--- config.mk ---
export PLATFORM = sky130hd
export DESIGN_NAME = nest_vic
export DESIGN_NICKNAME = d
export VERILOG_FILES = /design/src/rtl/vic_pkg.sv /design/src/rtl/vic_src_regs.sv /design/src/rtl/vic_slot_table.sv /design/src/rtl/vic_prio_stack.sv /design/src/rtl/nest_vic.sv
export SDC_FILE = /design/constraint.sdc
export NUM_CORES = 2
export LEC_CHECK = 0
export BUFFER_PORTS_ARGS = -buffer_cell sky130_fd_sc_hd__buf_2
export CORE_AREA = 2 2 335 403
export DETAILED_ROUTE_END_ITERATION = 10
export DIE_AREA = 0 0 337 405
export SYNTH_ARGS = -nofsm -noshare
export SYNTH_HDL_FRONTEND = slang
export SYNTH_HIERARCHICAL = 1
export SYNTH_SLANG_ARGS = --single-unit
--- constraint.sdc ---
create_clock -name clk -period 78.6 [get_ports clk]
set_clock_uncertainty 0.15 [all_clocks]
set_input_delay 3.93 -clock clk [delete_from_list [all_inputs] [get_ports clk]]
set_output_delay 3.93 -clock clk [all_outputs]
set_load 0.02 [all_outputs]
--- src/rtl/vic_pkg.sv ---
package vic_pkg;
  localparam logic [11:0] OFS_NSTAT   = 12'h000;
  localparam logic [11:0] OFS_FSTAT   = 12'h004;
  localparam logic [11:0] OFS_RAW     = 12'h008;
  localparam logic [11:0] OFS_FSEL    = 12'h00C;
  localparam logic [11:0] OFS_EN_SET  = 12'h010;
  localparam logic [11:0] OFS_EN_CLR  = 12'h014;
  localparam logic [11:0] OFS_SW_SET  = 12'h018;
  localparam logic [11:0] OFS_SW_CLR  = 12'h01C;
  localparam logic [11:0] OFS_PROT    = 12'h020;
  localparam logic [11:0] OFS_VEC     = 12'h030;
  localparam logic [11:0] OFS_DEF     = 12'h034;
  localparam logic [11:0] OFS_VADDR   = 12'h100;
  localparam logic [11:0] OFS_VCTL    = 12'h200;
  localparam logic [11:0] OFS_ID      = 12'hFE0;

  function automatic logic [7:0] id_byte(input logic [2:0] idx);
    case (idx)
      3'd0: id_byte = 8'h90;
      3'd1: id_byte = 8'h11;
      3'd2: id_byte = 8'h04;
      3'd3: id_byte = 8'h00;
      3'd4: id_byte = 8'h0D;
      3'd5: id_byte = 8'hF0;
      3'd6: id_byte = 8'h05;
      default: id_byte = 8'hB1;
    endcase
  endfunction
endpackage

--- src/rtl/vic_src_regs.sv ---
module vic_src_regs #(
  parameter int NSRC = 32
) (
  input  logic            clk,
  input  logic            rst_n,
  input  logic [NSRC-1:0] hw_lines,
  input  logic [NSRC-1:0] wdata,
  input  logic            en_set_we,
  input  logic            en_clr_we,
  input  logic            sw_set_we,
  input  logic            sw_clr_we,
  input  logic            fsel_we,
  output logic [NSRC-1:0] enable_q,
  output logic [NSRC-1:0] fsel_q,
  output logic [NSRC-1:0] soft_q,
  output logic [NSRC-1:0] raw,
  output logic [NSRC-1:0] irq_stat,
  output logic [NSRC-1:0] fiq_stat
);
  logic [NSRC-1:0] en_d, fsel_d, soft_d;
  logic            en_upd, soft_upd;

  assign en_upd   = en_set_we | en_clr_we;
  assign soft_upd = sw_set_we | sw_clr_we;

  always_comb begin
    en_d   = enable_q;
    soft_d = soft_q;
    fsel_d = wdata;
    if (en_set_we) en_d = enable_q | wdata;
    if (en_clr_we) en_d = enable_q & ~wdata;
    if (sw_set_we) soft_d = soft_q | wdata;
    if (sw_clr_we) soft_d = soft_q & ~wdata;
  end

  always_ff @(posedge clk or negedge rst_n) begin
    if (!rst_n) begin
      enable_q <= '0;
      fsel_q   <= '0;
      soft_q   <= '0;
    end else begin
      if (en_upd)   enable_q <= en_d;
      if (soft_upd) soft_q   <= soft_d;
      if (fsel_we)  fsel_q   <= fsel_d;
    end
  end

  assign raw      = hw_lines | soft_q;
  assign irq_stat = raw & enable_q & ~fsel_q;
  assign fiq_stat = raw & fsel_q;

  // a set write only adds bits, and adds every requested one
  a_r2_set_adds: assert property (@(posedge clk) disable iff (!rst_n)
    en_set_we |=> (((enable_q & $past(enable_q)) == $past(enable_q)) &&
                   ((enable_q & $past(wdata)) == $past(wdata))));
  // a clear write removes the requested bits and keeps the others
  a_r2_clr_drops: assert property (@(posedge clk) disable iff (!rst_n)
    en_clr_we |=> (((enable_q & $past(wdata)) == '0) &&
                   ((enable_q | $past(wdata)) == ($past(enable_q) | $past(wdata)))));
  // a software clear removes the requested bits
  a_r3_soft_clr: assert property (@(posedge clk) disable iff (!rst_n)
    sw_clr_we |=> ((soft_q & $past(wdata)) == '0));
endmodule

--- src/rtl/vic_slot_table.sv ---
module vic_slot_table #(
  parameter int NSRC  = 32,
  parameter int NSLOT = 16,
  parameter int DW    = 32,
  localparam int SRCW = $clog2(NSRC),
  localparam int CTLW = SRCW + 1,
  localparam int SW   = $clog2(NSLOT),
  localparam int LW   = $clog2(NSLOT + 2)
) (
  input  logic            clk,
  input  logic            rst_n,
  input  logic            vaddr_we,
  input  logic            vctl_we,
  input  logic            def_we,
  input  logic [SW-1:0]   slot_idx,
  input  logic [DW-1:0]   wdata,
  input  logic [NSRC-1:0] irq_stat,
  input  logic [LW-1:0]   cur_lvl,
  input  logic [LW-1:0]   sel_lvl,
  output logic [DW-1:0]   slot_addr_rd,
  output logic [CTLW-1:0] slot_ctl_rd,
  output logic [DW-1:0]   def_addr,
  output logic [NSRC-1:0] cur_mask,
  output logic [LW-1:0]   pend_lvl,
  output logic [DW-1:0]   sel_addr
);
  logic [DW-1:0]   vaddr_q [NSLOT];
  logic [CTLW-1:0] vctl_q  [NSLOT];
  logic [NSRC-1:0] cum     [NSLOT+1];
  logic [NSLOT-1:0] hit;

  assign cum[0] = '0;

  for (genvar j = 0; j < NSLOT; j++) begin : g_slot
    logic            sel;
    logic            slot_on;
    logic [SRCW-1:0] slot_src;
    assign sel      = (slot_idx == SW'(j));
    assign slot_on  = vctl_q[j][SRCW];
    assign slot_src = vctl_q[j][SRCW-1:0];

    always_ff @(posedge clk or negedge rst_n) begin
      if (!rst_n) begin
        vaddr_q[j] <= '0;
        vctl_q[j]  <= '0;
      end else begin
        if (vaddr_we && sel) vaddr_q[j] <= wdata;
        if (vctl_we && sel)  vctl_q[j]  <= wdata[CTLW-1:0];
      end
    end

    assign cum[j+1] = cum[j] | (slot_on ? (NSRC'(1) << slot_src) : '0);
    assign hit[j]   = slot_on & irq_stat[slot_src];
  end

  always_ff @(posedge clk or negedge rst_n) begin
    if (!rst_n)      def_addr <= '0;
    else if (def_we) def_addr <= wdata;
  end

  assign slot_addr_rd = vaddr_q[slot_idx];
  assign slot_ctl_rd  = vctl_q[slot_idx];

  always_comb begin
    cur_mask = '1;
    for (int l = 0; l <= NSLOT; l++)
      if (cur_lvl == LW'(l)) cur_mask = cum[l];
  end

  always_comb begin
    pend_lvl = (|irq_stat) ? LW'(NSLOT) : LW'(NSLOT + 1);
    for (int j = NSLOT - 1; j >= 0; j--)
      if (hit[j]) pend_lvl = LW'(j);
  end

  always_comb begin
    sel_addr = def_addr;
    for (int j = 0; j < NSLOT; j++)
      if (sel_lvl == LW'(j)) sel_addr = vaddr_q[j];
  end

  // no normal-status source means nothing pending (idle code)
  a_r5_idle_pend: assert property (@(posedge clk) disable iff (!rst_n)
    (irq_stat == '0) |-> (pend_lvl == LW'(NSLOT + 1)));
  // any normal-status source gives a real pending level
  a_r5_some_pend: assert property (@(posedge clk) disable iff (!rst_n)
    (irq_stat != '0) |-> (pend_lvl <= LW'(NSLOT)));
endmodule

--- src/rtl/vic_prio_stack.sv ---
module vic_prio_stack #(
  parameter int NSLOT = 16,
  localparam int LW   = $clog2(NSLOT + 2),
  localparam int NLVL = NSLOT + 2
) (
  input  logic          clk,
  input  logic          rst_n,
  input  logic          ack,
  input  logic          pop,
  input  logic [LW-1:0] pend_lvl,
  output logic [LW-1:0] cur_lvl,
  output logic [LW-1:0] new_lvl
);
  localparam logic [LW-1:0] IDLE = LW'(NSLOT + 1);

  logic [LW-1:0] cur_q, cur_d, prev_lvl;
  logic [LW-1:0] stk_q [NLVL];
  logic [LW-1:0] stk_d [NLVL];
  logic          take, drop;

  assign take = ack && (pend_lvl < cur_q);
  assign drop = pop && (cur_q != IDLE);

  always_comb begin
    prev_lvl = IDLE;
    for (int l = 0; l < NLVL; l++)
      if (cur_q == LW'(l)) prev_lvl = stk_q[l];
  end

  always_comb begin
    cur_d = cur_q;
    for (int l = 0; l < NLVL; l++)
      stk_d[l] = (take && pend_lvl == LW'(l)) ? cur_q : stk_q[l];
    if (take)      cur_d = pend_lvl;
    else if (drop) cur_d = prev_lvl;
  end

  always_ff @(posedge clk or negedge rst_n) begin
    if (!rst_n) begin
      cur_q <= IDLE;
      for (int l = 0; l < NLVL; l++) stk_q[l] <= IDLE;
    end else if (take | drop) begin
      cur_q <= cur_d;
      for (int l = 0; l < NLVL; l++) stk_q[l] <= stk_d[l];
    end
  end

  assign cur_lvl = cur_q;
  assign new_lvl = take ? pend_lvl : cur_q;

  // an acknowledge with a higher pending level raises to it
  a_r6_ack_raises: assert property (@(posedge clk) disable iff (!rst_n)
    (ack && (pend_lvl < cur_q)) |=> (cur_q == $past(pend_lvl)));
  // an acknowledge with nothing higher leaves the level alone
  a_r6_ack_holds: assert property (@(posedge clk) disable iff (!rst_n)
    (ack && !(pend_lvl < cur_q)) |=> $stable(cur_q));
  // a restore moves to a strictly lower priority
  a_r8_pop_lowers: assert property (@(posedge clk) disable iff (!rst_n)
    (pop && !ack && (cur_q != IDLE)) |=> (cur_q > $past(cur_q)));
  // a restore at idle stays idle
  a_r8_pop_idle: assert property (@(posedge clk) disable iff (!rst_n)
    (pop && !ack && (cur_q == IDLE)) |=> (cur_q == IDLE));
  // the level never leaves its legal range
  a_r10_lvl_range: assert property (@(posedge clk) disable iff (!rst_n)
    cur_q <= IDLE);
endmodule

--- src/rtl/nest_vic.sv ---
module nest_vic #(
  parameter int NSRC  = 32,
  parameter int NSLOT = 16,
  parameter int AW    = 12,
  parameter int DW    = 32
) (
  input  logic            clk,
  input  logic            rst_n,
  input  logic [NSRC-1:0] irq_lines,
  input  logic [AW-1:0]   bus_addr,
  input  logic            bus_wr,
  input  logic            bus_rd,
  input  logic [DW-1:0]   bus_wdata,
  output logic [DW-1:0]   bus_rdata,
  output logic            irq_o,
  output logic            fiq_o
);
  import vic_pkg::*;

  localparam int SRCW = $clog2(NSRC);
  localparam int CTLW = SRCW + 1;
  localparam int SW   = $clog2(NSLOT);
  localparam int LW   = $clog2(NSLOT + 2);
  localparam logic [AW-1:0] SPAN = AW'(NSLOT * 4);

  // reset: asynchronous assert, synchronous release
  logic [1:0] rst_sync;
  logic       rst_ni;
  always_ff @(posedge clk or negedge rst_n) begin
    if (!rst_n) rst_sync <= 2'b00;
    else        rst_sync <= {rst_sync[0], 1'b1};
  end
  assign rst_ni = rst_sync[1];

  // address decode
  logic [AW-1:0] wa;
  logic in_vaddr, in_vctl, in_id;
  assign wa       = {bus_addr[AW-1:2], 2'b00};
  assign in_vaddr = (wa >= AW'(OFS_VADDR)) && (wa < AW'(OFS_VADDR) + SPAN);
  assign in_vctl  = (wa >= AW'(OFS_VCTL))  && (wa < AW'(OFS_VCTL) + SPAN);
  assign in_id    = (wa >= AW'(OFS_ID));

  logic en_set_we, en_clr_we, sw_set_we, sw_clr_we, fsel_we;
  logic prot_we, def_we, vaddr_we, vctl_we, ack, pop;
  assign en_set_we = bus_wr && (wa == AW'(OFS_EN_SET));
  assign en_clr_we = bus_wr && (wa == AW'(OFS_EN_CLR));
  assign sw_set_we = bus_wr && (wa == AW'(OFS_SW_SET));
  assign sw_clr_we = bus_wr && (wa == AW'(OFS_SW_CLR));
  assign fsel_we   = bus_wr && (wa == AW'(OFS_FSEL));
  assign prot_we   = bus_wr && (wa == AW'(OFS_PROT));
  assign def_we    = bus_wr && (wa == AW'(OFS_DEF));
  assign vaddr_we  = bus_wr && in_vaddr;
  assign vctl_we   = bus_wr && in_vctl;
  assign pop       = bus_wr && (wa == AW'(OFS_VEC));
  assign ack       = bus_rd && (wa == AW'(OFS_VEC));

  logic [NSRC-1:0] enable_q, fsel_q, soft_q, raw, irq_stat, fiq_stat;

  vic_src_regs #(.NSRC(NSRC)) u_src (
    .clk      (clk),
    .rst_n    (rst_ni),
    .hw_lines (irq_lines),
    .wdata    (bus_wdata[NSRC-1:0]),
    .en_set_we(en_set_we),
    .en_clr_we(en_clr_we),
    .sw_set_we(sw_set_we),
    .sw_clr_we(sw_clr_we),
    .fsel_we  (fsel_we),
    .enable_q (enable_q),
    .fsel_q   (fsel_q),
    .soft_q   (soft_q),
    .raw      (raw),
    .irq_stat (irq_stat),
    .fiq_stat (fiq_stat)
  );

  logic [LW-1:0]   cur_lvl, new_lvl, pend_lvl;
  logic [DW-1:0]   slot_addr_rd, def_addr, sel_addr;
  logic [CTLW-1:0] slot_ctl_rd;
  logic [NSRC-1:0] cur_mask;

  vic_slot_table #(.NSRC(NSRC), .NSLOT(NSLOT), .DW(DW)) u_slots (
    .clk         (clk),
    .rst_n       (rst_ni),
    .vaddr_we    (vaddr_we),
    .vctl_we     (vctl_we),
    .def_we      (def_we),
    .slot_idx    (bus_addr[SW+1:2]),
    .wdata       (bus_wdata),
    .irq_stat    (irq_stat),
    .cur_lvl     (cur_lvl),
    .sel_lvl     (new_lvl),
    .slot_addr_rd(slot_addr_rd),
    .slot_ctl_rd (slot_ctl_rd),
    .def_addr    (def_addr),
    .cur_mask    (cur_mask),
    .pend_lvl    (pend_lvl),
    .sel_addr    (sel_addr)
  );

  vic_prio_stack #(.NSLOT(NSLOT)) u_stack (
    .clk     (clk),
    .rst_n   (rst_ni),
    .ack     (ack),
    .pop     (pop),
    .pend_lvl(pend_lvl),
    .cur_lvl (cur_lvl),
    .new_lvl (new_lvl)
  );

  // protection bit (stored only)
  logic prot_q;
  always_ff @(posedge clk or negedge rst_ni) begin
    if (!rst_ni)      prot_q <= 1'b0;
    else if (prot_we) prot_q <= bus_wdata[0];
  end

  // read path
  logic [DW-1:0] rdata_d, rdata_q;
  always_comb begin
    rdata_d = '0;
    if (in_id)          rdata_d = DW'(id_byte(bus_addr[4:2]));
    else if (in_vaddr)  rdata_d = slot_addr_rd;
    else if (in_vctl)   rdata_d = DW'(slot_ctl_rd);
    else begin
      case (wa)
        AW'(OFS_NSTAT): rdata_d = DW'(irq_stat);
        AW'(OFS_FSTAT): rdata_d = DW'(fiq_stat);
        AW'(OFS_RAW):   rdata_d = DW'(raw);
        AW'(OFS_FSEL):  rdata_d = DW'(fsel_q);
        AW'(OFS_EN_SET): rdata_d = DW'(enable_q);
        AW'(OFS_SW_SET): rdata_d = DW'(soft_q);
        AW'(OFS_PROT):  rdata_d = DW'(prot_q);
        AW'(OFS_VEC):   rdata_d = sel_addr;
        AW'(OFS_DEF):   rdata_d = def_addr;
        default:        rdata_d = '0;
      endcase
    end
  end

  always_ff @(posedge clk or negedge rst_ni) begin
    if (!rst_ni)     rdata_q <= '0;
    else if (bus_rd) rdata_q <= rdata_d;
  end

  assign bus_rdata = rdata_q;
  assign irq_o     = |(irq_stat & cur_mask);
  assign fiq_o     = |fiq_stat;

  // the normal request implies a pending level above the current one
  a_r9_irq_has_pend: assert property (@(posedge clk) disable iff (!rst_ni)
    irq_o |-> (pend_lvl < cur_lvl));
  // a write to the status offset leaves all source state alone
  a_r4_stat_wr_ignored: assert property (@(posedge clk) disable iff (!rst_ni)
    (bus_wr && wa == AW'(OFS_NSTAT)) |=>
      ($stable(enable_q) && $stable(fsel_q) && $stable(soft_q)));
  // read data is stable while no read is issued
  a_r12_rdata_hold: assert property (@(posedge clk) disable iff (!rst_ni)
    !bus_rd |=> $stable(bus_rdata));
endmodule

=== Word-level counts from Yosys, hierarchy flattened ===
Index checks and enable logic that the tools add are counted.

* Input bits: 80
* Output and inout port bits: 34
* Register bits: 866
* Word-level logic and storage cells: 456

* $lt $le $gt $ge: 23
* Shift operators: 16
* Reduce and logical (&&, ||, !) cells: 98
* Bitwise gates (word level): 46
* Multiplexer cells: 134
* Eq/ne operators: 81

{| class="wikitable"
|+ Operators with widths
! operator !! count
|-
| $mux 32 || 58
|-
| $or 32x32->32 || 18
|-
| $shl 1x5->32 const A || 16
|-
| $pmux 32 s9 || 1
|-
| $and 32x32->32 || 6
|-
| $mux 5 || 37
|-
| $bmux 32 s4 || 1
|-
| $eq 5x4->1 const B || 24
|-
| $lt 5x6->1 const B || 16
|-
| $reduce_or 32->1 || 3
|-
| $bmux 1 s5 || 16
|-
| $logic_and 1x1->1 || 65
|-
| $not 32->32 || 2
|-
| $eq 5x3->1 const B || 12
|-
| $pmux 8 s7 || 1
|-
| $reduce_and 2->1 || 21
|-
| $eq 10x3->1 const B || 4
|-
| $eq 4x4->1 const B || 8
|-
| $eq 10x4->1 const B || 3
|-
| $eq 5x2->1 const B || 6
|-
| $bmux 6 s4 || 1
|-
| $eq 10x2->1 const B || 2
|-
| $eq 5x5->1 const B || 4
|-
| $mux 1 || 17
|-
| other kinds (25) || 56
|}

=== Depth between registers and ports, before layout ===
* Depth after elaboration: 46
* Mapped depth: 34
* Mapped depth without buffers: 29

=== Cells and area by module ===
The synthesis kept the hierarchy.

{| class="wikitable"
|+ By module, submodules not included
! module !! instances !! cells an instance !! seq. area each (um^2) !! area each (um^2)
|-
| vic_slot_table || 1 || 4318 || 16015.4 || 46223.1
|-
| vic_prio_stack || 1 || 403 || 2297.2 || 4659.5
|-
| vic_src_regs || 1 || 368 || 2402.3 || 4324.1
|-
| nest_vic || 1 || 485 || 875.8 || 4107.7
|}

=== Worst setup path after synthesis ===
Ideal clock, no wire load.

* Path kind: input to register
* Start point: in irq_lines[31]
* End point: reg rdata_q[31] (netlist: bus_rdata[31])
* Buffers on the path: 4
* Slack: 67.618 ns
* Setup time: 0.123 ns
* Stages on the path: 32
* Required time: 78.327 ns
* Data arrival time: 10.709 ns
* Cell sequence: or2_2 and3b_1 clkbuf_1 mux4_2 mux4_2 nand2_1 o21ai_1 a21oi_1 nor3b_1 nand3_1 nor3_1 ha_1 nand2_1 nand3b_1 a31oi_4 buf_2 buf_2 nand2_1 o21ai_0 nor3_1 nand2_1 clkbuf_1 mux2i_1 a21oi_1 a222oi_1 o221a_2 o31ai_1 a221o_1 mux2_2 a222oi_1 o211ai_1 o221a_2

* Longest elaborated chain between the ends: 46
* Elaborated cells on any way between the ends: 109
* Those cells by class: order compare: 1; eq/ne: 15; mux: 70; bitwise: 20; reduce/logical: 3

{| class="wikitable"
|+ Ends and longest elaborated chain
! what !! RTL line !! text
|-
| start: declaration || nest_vic.sv:9 || <nowiki>input logic [NSRC-1:0] irq_lines,</nowiki>
|-
| $or 32x32->32 (*) || vic_src_regs.sv:48 || <nowiki>assign raw = hw_lines | soft_q;</nowiki>
|-
| $and 32x32->32 (*) (2 in series) || vic_src_regs.sv:49 || <nowiki>assign irq_stat = raw & enable_q & ~fsel_q;</nowiki>
|-
| via irq_stat[31] || nest_vic.sv:57 || <nowiki>logic [NSRC-1:0] enable_q, fsel_q, soft_q, raw, irq_stat, fiq_stat;</nowiki>
|-
| $bmux 1 s5 || vic_slot_table.sv:53 || <nowiki>assign hit[j] = slot_on & irq_stat[slot_src];</nowiki>
|-
| $mux 1 (not written as such) || vic_slot_table.sv:53 ||
|-
| $and 1x1->1 || vic_slot_table.sv:53 ||
|-
| $mux 5 (15 in series) || vic_slot_table.sv:73 || <nowiki>if (hit[j]) pend_lvl = LW'(j);</nowiki>
|-
| $mux 5 (*) || vic_slot_table.sv:73 ||
|-
| via pend_lvl[4] || nest_vic.sv:77 || <nowiki>logic [LW-1:0] cur_lvl, new_lvl, pend_lvl;</nowiki>
|-
| [3 not listed] || -- ||
|-
| via new_lvl[2] || nest_vic.sv:77 ||
|-
| $logic_not 5->1 || vic_slot_table.sv:79 || <nowiki>if (sel_lvl == LW'(j)) sel_addr = vaddr_q[j];</nowiki>
|-
| $mux 32 (15 in series) || vic_slot_table.sv:79 ||
|-
| $mux 32 (*) || vic_slot_table.sv:79 ||
|-
| via sel_addr[31] || nest_vic.sv:78 || <nowiki>logic [DW-1:0] slot_addr_rd, def_addr, sel_addr;</nowiki>
|-
| $pmux 32 s9 (*) || nest_vic.sv:126 || <nowiki>case (wa)</nowiki>
|-
| $mux 32 (*) || nest_vic.sv:124 || <nowiki>else if (in_vctl) rdata_d = DW'(slot_ctl_rd);</nowiki>
|-
| $mux 32 (*) || nest_vic.sv:123 || <nowiki>else if (in_vaddr) rdata_d = slot_addr_rd;</nowiki>
|-
| $mux 32 (*) || nest_vic.sv:122 || <nowiki>if (in_id) rdata_d = DW'(id_byte(bus_addr[4:2]));</nowiki>
|-
| end signal: assignment || nest_vic.sv:143 || <nowiki>else if (bus_rd) rdata_q <= rdata_d;</nowiki>
|-
| end: declaration || nest_vic.sv:119 || <nowiki>logic [DW-1:0] rdata_d, rdata_q;</nowiki>
|}

Mark *: on every way through the listed nets, which the timed path passes. The rest lies on a longest branch. The select of a mux whose other input is x is not followed.
A chain may end at the register's enable or synchronous reset.

=== Final worst setup path ===
* Start point: in irq_lines[27]
* End point: reg rdata_q[5] (netlist: bus_rdata[5])

* Longest elaborated chain between the ends: 46
* Elaborated cells on any way between the ends: 108
* Those cells by class: order compare: 1; eq/ne: 15; mux: 70; bitwise: 19; reduce/logical: 3

{| class="wikitable"
|+ Ends and longest elaborated chain
! what !! RTL line
|-
| $or 32x32->32 (*) || vic_src_regs.sv:48
|-
| via raw[27] || nest_vic.sv:57
|-
| $and 32x32->32 (*) (2 in series) || vic_src_regs.sv:49
|-
| via irq_stat[27] || nest_vic.sv:57
|-
| $bmux 1 s5 || vic_slot_table.sv:53
|-
| $mux 1 (not written as such) || vic_slot_table.sv:53
|-
| $and 1x1->1 || vic_slot_table.sv:53
|-
| $mux 5 (15 in series) || vic_slot_table.sv:73
|-
| [1 not listed] || --
|-
| via pend_lvl[4] || nest_vic.sv:77
|-
| [3 not listed] || --
|-
| via new_lvl[4] || nest_vic.sv:77
|-
| $logic_not 5->1 || vic_slot_table.sv:79
|-
| $mux 32 (15 in series) || vic_slot_table.sv:79
|-
| $mux 32 (*) || vic_slot_table.sv:79
|-
| via sel_addr[5] || nest_vic.sv:78
|-
| $pmux 32 s9 (*) || nest_vic.sv:126
|-
| $mux 32 (*) || nest_vic.sv:124
|-
| $mux 32 (*) || nest_vic.sv:123
|-
| $mux 32 (*) || nest_vic.sv:122
|}

Marked as above.

==> run_results.csv <==
group,metric,value,unit
layout,area_growth,8.63,%
die,core-area,133000,µm²
yosys,synth_common_cells,"825 x dfrtp_1, 764 x mux2_2, 411 x clkbuf_1",
yosys,postSynthAreaPerCell,10.6,µm²
global_route,grtUsageTotal,0.391,
layout,fin_nets,5466,
global_route,grt_pass1_vias,51600,
layout,final_core_util,0.485,
placement,place_hpwl,179000,µm
placement,gp_congestion,1.04,
detailed_routing,wirelength,270000,µm
status,status,"complete, no violations",
sta,max_clock_freq,0.0762,GHz
layout,drive_gt1_frac,0.325,
global_route,grt_max_degree,182,
placement,dp_cells,7082,
critical_path,required,79000,ps
die,die-area,136000,µm²
die,rows,147,
yosys,synth_top_cell_area_share,0.348,
critical_path,ff2ff_setup_slack,68420,ps
yosys,netlist_instances,5574,
clock_network,insertion_delay,720,ps
min_path,min_to,"rst_sync[1]$_DFF_PN0_",
critical_path,r2r-end,"bus_rdata[5]$_DFFE_PN0P_",
sta,period_needed,13130,ps
global_route,grt.overflow.total,0,
critical_path,cp-end-kind,"flip-flop",
min_path,hold_path_depth,0,
detailed_routing,vias_per_cell,7.37,
placement,portBuffers,111,
global_route,grt_pass1_wl,384000,µm
sta,slew_violations,0,
placement,postPlaceCellArea,61400,µm²
layout,design_area,64400,µm²
clock_network,cts_num_sinks,861,
detailed_routing,firstDrtPassIters,10,
detailed_routing,drcViolationCount,0,
power_and_ir_drop,power_density,15.2,nW/µm²
critical_path,startpoint,"irq_lines[27]",
clock_network,post_cts_buffers,0,
clock_network,clockBufferDepth,3,
yosys,synth.cell_area,59300,µm²
critical_path,max_stage_delay,900,ps
die,die_h,405,µm
critical_path,cp.arrival,13530,ps
layout,area.sequential,21600,µm²
clock_network,cts_resized,0,
yosys,synth_fp_nets,5658,
sta,final.period_utilization,0.167,
detailed_routing,routed-via-count,53400,
sta,finalSetupViolations,0,
detailed_routing,wire_per_inst,37.3,µm
power_and_ir_drop,power_leakage,27.4,nW
critical_path,start_kind,"input pin",
global_route,antenna_found_initial,19,
clock_network,cts-buffers-inserted,86,
clock_network,cts_hold_buffers,0,
sta,timing.setup.tns,0,ps
power_and_ir_drop,peakVddDrop,0.0275,mV
clock_network,cts_tree,"yes",
clock_network,path_clk_slew,60,ps
detailed_routing,ant_nets,0,
critical_path,critPathMaxFanout,25,
layout,multi_input_area,35600,µm²
job,cap_violations,0,
sta,max-slew-margin-rel,0.0610,
critical_path,r2r_cells,28,
sta,tightest_slew,1400,ps
yosys,synth_area_leaders,"dfrtp_1 35%, mux2_2 15%, mux4_2 13%",
layout,fill_cells,12300,
yosys,yosysWarnings,6,
sta,hold_viol,0,
layout,final_cells,7246,
detailed_routing,drt_iter0_drc,7633,
die,io_pins,114,
critical_path,crit_type,"input pin to flip-flop",
die,die_x,337,µm
sta,rsz0062_at_grt,"false",
yosys,synth-async-reset-ratio,1.00,
yosys,yosysTopAreaCell,"dfrtp_1",
clock_network,clockRootBuffer,"clkbuf_16",
yosys,synth-edff-count,0,
yosys,netlist-cell-type-count,106,
die,initial_core_util,0.446,
yosys,synth_seq_area_share,0.364,
yosys,post-synth-top-count-cell,"dfrtp_1",
min_path,worstHoldPathType,"flip-flop to flip-flop",
min_path,hold_start,"rst_sync[0]$_DFF_PN0_",
clock_network,h-tree-depth,3,
critical_path,worst_path_max_delay_cell,"nor3_1",
yosys,yosys_most_used_dff,"dfrtp_1",
yosys,synth-seq-cells,861,
logic make-up (layout without fill, tap and decap cells):
kind of cell	Yosys count	after routing	share of synthesized area
flip-flops	861	861	0.364
XOR/XNOR	1	1	0.000148
buffers and inverters	589	469	0.0413
AND/OR/NAND/NOR	1425	1425	0.128
other	1	5	0.0000632
AO/OA/AOI/OAI	1446	1446	0.164
adder cells (fa/ha/maj)	4	4	0.000844
multiplexers	1247	1247	0.301
power by group:
| part | total, mW | internal, mW | leakage [nW] | switching, mW |
|---|---|---|---|---|
| Clock | 0.440 | 0.252 | 1.51 | 0.188 |
| Sequential | 0.458 | 0.449 | 11.8 | 0.00903 |
| Combinational | 0.0829 | 0.0269 | 14.1 | 0.0560 |
| Total | 0.982 | 0.728 | 27.4 | 0.253 |
metal layers:
metal  up-vias  global-route usage  part of all wire
met3      1098              0.0975              0.11
met4        26               0.281             0.088
met2      3887               0.594              0.44
met5         -             0.00469           0.00085
li1      21300                   -                 -
met1     27100               0.486              0.36
cells in the final DEF, fill, tap and decap left out, drive strengths merged, types with 34 or more instances in the layout:
cell      n
dfstp    36
a22oi   107
or2      56
and3b    42
o31ai    36
o21ai   246
a222oi   61
nand3    99
mux2i   112
a221oi   71
mux4    341
o22ai   149
a21oi   391
nand2   316
nor3    105
buf     284
a221o    41
and2     64
a31oi    52
o221ai   37
nor2b    87
nand4    34
nor2    342
clkbuf  122
o221a    36
nand2b   61
dfrtp   825
mux2    794
flip-flops by register name (all words and copies together) (netlist names), named ones only:
| register | cells |
|---|---|
| u_stack/stk_q | 85 |
| rst_sync | 2 |
| bus_rdata | 32 |
| u_slots/vaddr_q | 512 |
| prot_q | 1 |
| u_stack/cur_lvl | 5 |
| u_slots/g_slot.slot_on | 16 |
| u_slots/g_slot.slot_src | 80 |
| u_slots/def_addr | 32 |
| u_src/fsel_q | 32 |
final cells by class:
type	count	area share
clock inverters	38	0.00689
repair buffers	284	0.0297
clock buffers	122	0.0399
inverters	25	0.00146
well taps	1788	0.0347
multi-input cells	4124	0.552
flip-flops and latches	861	0.335
diodes	4	0.000155
worst max-delay path: cells and delay by family:
kind	cells	cell delay (ps)
and+or+nand+nor	12	3610
AOI/OAI and AO/OA	10	2890
buffers and inverters	4	1400
muxes	2	1120
adders and majority gates	1	420
through the flow:
step                      hold slack (ps)  setup slack [ps]  total power [mW]
after floorplan                       181             52740             0.513
after global placement                190             65230             0.546
after detailed placement              199             65180             0.547
after CTS                             201             65850             0.984
after global routing                  206             65140              1.01
final                                 200             65470             0.982
worst max path at each step:
stage | to | cells past startpoint | slack (ps)
detailed placement | bus_rdata[5]$_DFFE_PN0P_ | 30 | 65180
finish | bus_rdata[5]$_DFFE_PN0P_ | 29 | 65470
floorplan | bus_rdata[0]$_DFFE_PN0P_ | 0 | 52740
CTS | bus_rdata[5]$_DFFE_PN0P_ | 30 | 65850
global placement | bus_rdata[5]$_DFFE_PN0P_ | 30 | 65230
global route | bus_rdata[5]$_DFFE_PN0P_ | 30 | 65140
Note: power is estimated with default switching activity, not from simulation.
